$ cat config.mk
export PLATFORM = sky130hd
export DESIGN_NAME = ts_stamp_top
export DESIGN_NICKNAME = d
export VERILOG_FILES = /design/src/rtl/ts_stamp_pkg.sv /design/src/rtl/ts_rst_sync.sv /design/src/rtl/ts_ctl_reg.sv /design/src/rtl/ts_prescaler.sv /design/src/rtl/ts_counter.sv /design/src/rtl/ts_stamp_top.sv
export SDC_FILE = /design/constraint.sdc
export NUM_CORES = 1
export LEC_CHECK = 0
export CAP_MARGIN = 40
export CELL_PAD_IN_SITES_DETAIL_PLACEMENT = 1
export CELL_PAD_IN_SITES_GLOBAL_PLACEMENT = 2
export CORE_MARGIN = 3
export CORE_UTILIZATION = 37
export DETAILED_ROUTE_END_ITERATION = 12
export DONT_BUFFER_PORTS = 1
export PLACE_DENSITY_LB_ADDON = 0.1
export SYNTH_ARGS = -nofsm -noshare
export SYNTH_HDL_FRONTEND = slang
export SYNTH_SLANG_ARGS = --single-unit
$ cat constraint.sdc
create_clock -name clk -period 3.35 [get_ports clk]
set_input_delay 0.5025 -clock clk [delete_from_list [all_inputs] [get_ports clk]]
set_output_delay 0.5025 -clock clk [all_outputs]
set_load 0.1 [all_outputs]
$ cat src/rtl/ts_stamp_pkg.sv
package ts_stamp_pkg;

  localparam int CTL_W   = 32;
  localparam int PS_W    = 2;
  localparam int DIV_W   = 2 * ((1 << PS_W) - 1);

  localparam int B_RUN   = 0;
  localparam int B_CLR   = 1;
  localparam int B_MODE  = 4;
  localparam int B_PS    = 8;
  localparam int B_ATT   = 15;

  localparam logic [CTL_W-1:0] KEEP_MASK = 32'h0000_8331;

  typedef enum logic [1:0] {
    SRC_NONE = 2'd0,
    SRC_EXT  = 2'd1,
    SRC_SYS  = 2'd2,
    SRC_CORE = 2'd3
  } ts_src_e;

  typedef struct packed {
    logic            attach;
    logic [PS_W-1:0] ps;
    ts_src_e         mode;
    logic            run;
  } ts_ctl_t;

  function automatic logic src_internal(input ts_src_e m);
    return (m == SRC_SYS) || (m == SRC_CORE);
  endfunction

  function automatic logic [DIV_W-1:0] div_last(input logic [PS_W-1:0] ps);
    logic [DIV_W-1:0] v;
    v = '0;
    for (int i = 0; i < (1 << PS_W) - 1; i++) begin
      if (i < int'(ps)) v = {v[DIV_W-3:0], 2'b11};
    end
    return v;
  endfunction

endpackage

$ cat src/rtl/ts_rst_sync.sv
module ts_rst_sync #(
  parameter int STAGES = 2
) (
  input  logic clk,
  input  logic arst_n,
  output logic srst_n
);
  logic [STAGES-1:0] sync_q;

  always_ff @(posedge clk or negedge arst_n) begin
    if (!arst_n) sync_q <= '0;
    else         sync_q <= {sync_q[STAGES-2:0], 1'b1};
  end

  assign srst_n = sync_q[STAGES-1];
endmodule

$ cat src/rtl/ts_ctl_reg.sv
module ts_ctl_reg
  import ts_stamp_pkg::*;
(
  input  logic             clk,
  input  logic             rst_n,
  input  logic             we,
  input  logic [CTL_W-1:0] wdata,
  output ts_ctl_t          ctl,
  output logic             clr_req,
  output logic             ps_restart,
  output logic [CTL_W-1:0] rdata
);
  ts_ctl_t ctl_q, ctl_d;
  ts_src_e new_mode;
  logic    new_int;

  always_comb begin
    new_mode      = ts_src_e'(wdata[B_MODE +: 2]);
    new_int       = src_internal(new_mode);
    ctl_d         = ctl_q;
    ctl_d.run     = wdata[B_RUN];
    ctl_d.mode    = new_mode;
    ctl_d.ps      = wdata[B_PS +: PS_W];
    ctl_d.attach  = wdata[B_ATT];
    clr_req       = we && wdata[B_CLR] && new_int;
    ps_restart    = we && new_int && (wdata[B_PS +: PS_W] != ctl_q.ps);
  end

  always_ff @(posedge clk or negedge rst_n) begin
    if (!rst_n) begin
      ctl_q <= '0;
    end else if (we) begin
      ctl_q <= ctl_d;
    end
  end

  always_comb begin
    rdata                  = '0;
    rdata[B_RUN]           = ctl_q.run;
    rdata[B_MODE +: 2]     = ctl_q.mode;
    rdata[B_PS +: PS_W]    = ctl_q.ps;
    rdata[B_ATT]           = ctl_q.attach;
  end

  assign ctl = ctl_q;
endmodule

$ cat src/rtl/ts_prescaler.sv
module ts_prescaler
  import ts_stamp_pkg::*;
(
  input  logic            clk,
  input  logic            rst_n,
  input  logic            tick,
  input  logic            cnt_en,
  input  logic [PS_W-1:0] ps,
  input  logic            restart,
  output logic            step
);
  logic [DIV_W-1:0] div_q, div_d;
  logic [DIV_W-1:0] last;
  logic             div_en;

  always_comb begin
    last   = div_last(ps);
    div_d  = div_q;
    step   = 1'b0;
    div_en = 1'b0;
    if (restart) begin
      div_d  = '0;
      div_en = 1'b1;
    end else if (tick && cnt_en) begin
      div_en = 1'b1;
      if (div_q >= last) begin
        div_d = '0;
        step  = 1'b1;
      end else begin
        div_d = div_q + 1'b1;
      end
    end
  end

  always_ff @(posedge clk or negedge rst_n) begin
    if (!rst_n)      div_q <= '0;
    else if (div_en) div_q <= div_d;
  end
endmodule

$ cat src/rtl/ts_counter.sv
module ts_counter #(
  parameter int TS_W = 64
) (
  input  logic            clk,
  input  logic            rst_n,
  input  logic            clr,
  input  logic            step,
  output logic [TS_W-1:0] value
);
  logic [TS_W-1:0] cnt_q, cnt_d;
  logic            cnt_en;

  always_comb begin
    cnt_en = clr || step;
    cnt_d  = clr ? '0 : cnt_q + 1'b1;
  end

  always_ff @(posedge clk or negedge rst_n) begin
    if (!rst_n)      cnt_q <= '0;
    else if (cnt_en) cnt_q <= cnt_d;
  end

  assign value = cnt_q;
endmodule

$ cat src/rtl/ts_stamp_top.sv
module ts_stamp_top
  import ts_stamp_pkg::*;
#(
  parameter int TS_W = 64
) (
  input  logic             clk,
  input  logic             rst_n,
  input  logic             tick_i,
  input  logic             ctl_we_i,
  input  logic [CTL_W-1:0] ctl_wdata_i,
  output logic [CTL_W-1:0] ctl_rdata_o,
  output logic [TS_W-1:0]  ts_value_o,
  output logic             ts_attach_o
);
  logic    rst_sync_n;
  ts_ctl_t ctl;
  logic    clr_req;
  logic    ps_restart;
  logic    cnt_en;
  logic    step;

  ts_rst_sync #(.STAGES(2)) u_rst (
    .clk    (clk),
    .arst_n (rst_n),
    .srst_n (rst_sync_n)
  );

  ts_ctl_reg u_ctl (
    .clk        (clk),
    .rst_n      (rst_sync_n),
    .we         (ctl_we_i),
    .wdata      (ctl_wdata_i),
    .ctl        (ctl),
    .clr_req    (clr_req),
    .ps_restart (ps_restart),
    .rdata      (ctl_rdata_o)
  );

  assign cnt_en = ctl.run && src_internal(ctl.mode);

  ts_prescaler u_psc (
    .clk     (clk),
    .rst_n   (rst_sync_n),
    .tick    (tick_i),
    .cnt_en  (cnt_en),
    .ps      (ctl.ps),
    .restart (clr_req || ps_restart),
    .step    (step)
  );

  ts_counter #(.TS_W(TS_W)) u_cnt (
    .clk   (clk),
    .rst_n (rst_sync_n),
    .clr   (clr_req),
    .step  (step),
    .value (ts_value_o)
  );

  assign ts_attach_o = ctl.attach;
endmodule

# Word-level counts from Yosys, hierarchy flattened
# Index checks and enable logic that the tools add are counted.
# totals
register_bits	78
latchBits	0
ramBits	0
romBits	0
in_bits	36
elab_cells	42
memories	0
# op_classes
addsub	2
n_mul	0
n_div	0
order_cmp	4
eq_ne	5
n_shift	0
n_mux	12
bitwise	0
reduce_logical	12
# ops
operator	n
$add A64 B1 Y64 const B	1
$mux W64	1
$mux W6	5
$eq A2 B2 Y1 const B	4
$add A6 B1 Y6 const B	1
$ge A6 B6 Y1	1
$logic_and A1 B1 Y1	6
$mux W1	5
$logic_or A1 B1 Y1	4
$lt A1 B2 Y1 const A	2
$lt A2 B2 Y1 const A	1
$mux W2	1
$ne A2 B2 Y1	1
$reduce_and A2 Y1	1
$reduce_bool A2 Y1	1

# Logic depth before layout (Yosys ltp)
# logic_depth
word_depth	9
ltp_mapped	10
depth_no_buf	8

# By module
# A second synthesis with hierarchy kept.
# unflattened
hier_cells	485
hier_area_um2	4573.1
# by_module_without_submodules
module	instances	cells_per_inst	area_each_um2
ts_counter	1	377	3484.6
ts_ctl_reg	1	52	523.0
ts_prescaler	1	51	499.2
ts_rst_sync	1	3	53.8
ts_stamp_top	1	2	12.5

# Least setup slack after synthesis
# Ideal clock, no wire load.
# synth_timing
kind	register to register
startpoint	register u_cnt.cnt_q[4] (netlist: u_cnt.value[4])
endpoint	register u_cnt.cnt_q[53] (netlist: u_cnt.value[53])
setup_ps	78
arrival_ps	3111
t_required_ps	3272
setup_slack_ps	161
path_stages_with_launch	8
n_path_buf	1
period_less_slack_ps	3189
path_cell_list	dfrtp_1 > nand4_4 > or4_4 > nor4_4 > nand4b_2 > buf_6 > or4_1 > a21oi_1
# synth_via
elab_chain_cells	2
# synth_lines
element	line	rtl
from (decl)	ts_counter.sv:10	logic [TS_W-1:0] cnt_q, cnt_d;
from (signal assigned)	ts_counter.sv:20	else if (cnt_en) cnt_q <= cnt_d;
$add A64 B1 Y64	ts_counter.sv:15	cnt_d = clr ? '0 : cnt_q + 1'b1;
$mux W64	ts_counter.sv:15	
# No other way between the ends.
# A chain may end at the register's enable or synchronous reset.

# Worst setup path after layout
# layout_timing
startpoint	register u_ctl.ctl_q (netlist bit u_ctl.ctl[3])
endpoint	register u_cnt.cnt_q[48] (netlist: u_cnt.value[48])
# layout_via
elab_chain_cells	9
elab_cells_between_ends	14
cone_classes	4 x order compare; 1 x eq/ne; 6 x mux; 3 x reduce/logical
# layout_lines
element	line	rtl
from (decl)	ts_ctl_reg.sv:13	ts_ctl_t ctl_q, ctl_d;
from (signal assigned)	ts_ctl_reg.sv:33	ctl_q <= ctl_d;
$lt A1 B2 Y1	ts_stamp_pkg.sv:37	if (i < int'(ps)) v = {v[DIV_W-3:0], 2'b11};
$mux W2	ts_stamp_pkg.sv:37	
$mux W6 (2 in a row)	ts_stamp_pkg.sv:37	
$ge A6 B6 Y1	ts_prescaler.sv:26	if (div_q >= last) begin
$mux W1	ts_prescaler.sv:26	
$mux W1	ts_prescaler.sv:24	end else if (tick && cnt_en) begin
$mux W1 (*)	ts_prescaler.sv:21	if (restart) begin
$logic_or A1 B1 Y1 (*)	ts_counter.sv:14	cnt_en = clr || step;
# Mark *: on every way between the ends. The rest lies on a longest branch, timed or not.

==> metrics.yaml <==
grt_max_degree: 45
grt-ovfl-total: 0
ant_nets: 0
die_h_um: 115.9
wirelength_um: 13240
relSlewSlack_pct: 41.09
synth_edf_count: 0
final_core_util_pct: 47.04
hold_viol_final: 0
ys_top_cells_by_area: "dfrtp_1, a21oi_1, buf_4, or3_1, xnor2_1"
async_flop_share_pct: 100.0
htree_levels: 3
worstMarginPinSlew_ns: 0.8836
start_util_pct: 38.49
place.gp.congestion: 0.7826
crit_path_start_kind: "flop"
dpl.hpwl_um: 9806
viasPerCell: 5.624
power_per_cell_area_mw_per_mm2: 413.1
seq_area_frac_synth_pct: 43.66
num_rows: 39
period_share_pct: 91.47
synth_top_cell_by_area: "dfrtp_1"
grt_first_pass_wirelength_um: 21780
crit_arrival_ns: 3.33
gr-usage-all-layers_pct: 20.59
nets: 603
min_period_ns: 3.064
p_sw_share_pct: 30.32
fillerInstances: 1384
critPathRequiredTime_ns: 3.62
die_w_um: 115.9
remaining_drc_errors: 0
p_seq_share_pct: 44.1
crit_chain: "buf_4 > nand2_1 > ha_1 > nand4_1 > o221a_2 > or3_1 > or4_1 > a21oi_1"
numClockSinks: 78
skew_ns: 0.006415
first_iter_violations: 152
antenna_found_initial: 0
cts_hold_buffers: 1
grt_setup_unrepaired: "no"
yosysMostFrequentCell: "dfrtp_1"
cts_buffers: 9
path_clk_slew_ns: 0.06
max_stage_delay_ns: 0.65
finalPower_mw: 2.256
peakVddDrop_mv: 0.3090
status: "finished clean"
antennaDiodeCount: 0
cts_buffer_depth: 2
clock_latency_ns: 0.34
fin_ws_ns: 0.2856
intPower_mw: 1.572
cts_resized: 0
root_buffer: "clkbuf_16"
p_switching_mw: 0.6842
io_buffers: 0
maxSlewViolCount: 0
synth_commonest_cells: "dfrtp_1, a21oi_1, nand2_1, nor2_1, nand3_1"
slowest_stage: "or3_1"
ys_warn_count: 0
netlist_instances: 493
multi_input_area_mm2: 0.002268
grt_pass1_vias: 4252
hp-class: "input port to flop"
synth-seq-cells: 78
crit_type: "flop to flop"
power_leakage_nw: 2.370
maxCapViolations: 0
postCtsSetupBuffers: 0
syn_area_mm2: 0.004471
drtPass1Iterations: 4
cts_tree: "built"
fmax_mhz: 326.3
worst-path-max-fanout: 20
dr_total_vias: 3976
endpoint_kind: "flop"
avgSynthCellArea_um2: 9.068
regArea_mm2: 0.001957
post-place-ws_ns: 0.2509
combPwrFrac_pct: 14.1
yosys.area.top_type_share_pct: 43.66
post_drt_wl_per_cell_um: 18.72
clock_power_share_pct: 41.8
core-area_mm2: 0.01161
pin_count: 133
area_growth_pct: 22.19
yosys_most_used_dff: "dfrtp_1"
setup_viol: 0
die_area_mm2: 0.01344
drive_gt1_share_pct: 18.97
finalSetupTns_ns: 0
ys_types: 46
==> metal layers <==
metal	wire, um	share of wire, %	global-route usage, %
met1	5506	42	24.35
met4	114	0.86	4.486
met2	6942	52	36.82
met5	0	0	0
met3	673	5.1	6.266
==> per-stage QoR <==
step	hold WS, ns	cell area (um^2)	cells
after floorplan	0.2069	4564	518
after global placement	0.2070	5005	684
after detailed placement	0.2070	5170	690
after CTS	0.2572	5463	707
after global routing	0.2854	5463	707
final	0.2672	5463	707
==> cell families (layout without fill, tap and decap cells) <==
group / count (synthesis) / in the layout / synth area share (%)
buffers and inverters: 63 / 109 / 7.724
xor gates and xnor gates: 28 / 28 / 5.485
adders and majority gates: 8 / 8 / 2.239
other: 2 / 27 / 0.1680
muxes: 6 / 6 / 1.483
AOI/OAI and AO/OA: 89 / 89 / 11.59
and+or+nand+nor: 219 / 219 / 27.65
DFF: 78 / 78 / 43.66
==> worst max-delay path: cells and delay by family (launching register included) <==
family                   cells  cell delay [ns]
flip-flops                   1             0.34
AND/OR/NAND/NOR              4             1.53
buffers and inverters        1             0.31
AO/OA/AOI/OAI                2             0.46
adder cells (fa/ha/maj)      1             0.34
==> power by group through the flow <==
stage               Sequential, mW  Clock (mW)  Combinational, mW
CTS                          0.995       0.971              0.321
detailed placement            1.01           0              0.319
global placement              1.03           0              0.284
global route                 0.997        1.01              0.340
finish                       0.995       0.943              0.319
floorplan                     1.06           0              0.233
==> final timing paths <==
check                                 from               to  slack, ns  cells after the start
max                           u_ctl.ctl[3]  u_cnt.value[48]       0.29                      8
min                               ctl_we_i     u_ctl.ctl[4]       0.27                      1
max reg2reg                   u_ctl.ctl[3]  u_cnt.value[48]       0.29                      8
min reg2reg                u_rst.sync_q[1]  u_cnt.value[61]       0.30                      0
max in group asynchronous  u_rst.sync_q[1]     u_ctl.ctl[5]       2.44                      1
min in group asynchronous  u_rst.sync_q[1]  u_cnt.value[61]       0.30                      0
==> cells in the final DEF (no fill, tap or decap), types with 6 or more instances in the layout <==
cell type  instances
a21oi_1           43
and3_1            10
and4_1             8
buf_16             6
buf_4             74
clkbuf_16          9
conb_1            27
dfrtp_1           76
ha_1               8
inv_1             12
nand2_1           37
nand3_1           28
nand4_1           20
nor2_1            37
nor3_1             6
nor4_1            14
o21ai_0           15
o21ai_1            7
o31ai_1           13
or3_1             25
or4_1             15
xnor2_1           17
xor2_1            11
==> registers in the layout (all words and copies together), names as in the netlist <==
signal        cells
u_cnt.value      64
u_ctl.ctl         6
u_psc.div_q       6
u_rst.sync_q      2
==> layout make-up <==
cell class	instances	share of cell area, %
multi-input cells	377	41.53
inverters	12	0.8246
clock inverters	1	0.09162
clock buffers	15	5.085
well taps	143	3.275
flip-flops and latches	78	35.82
repair buffers	81	13.38
Power figures use the tool's default switching activity.
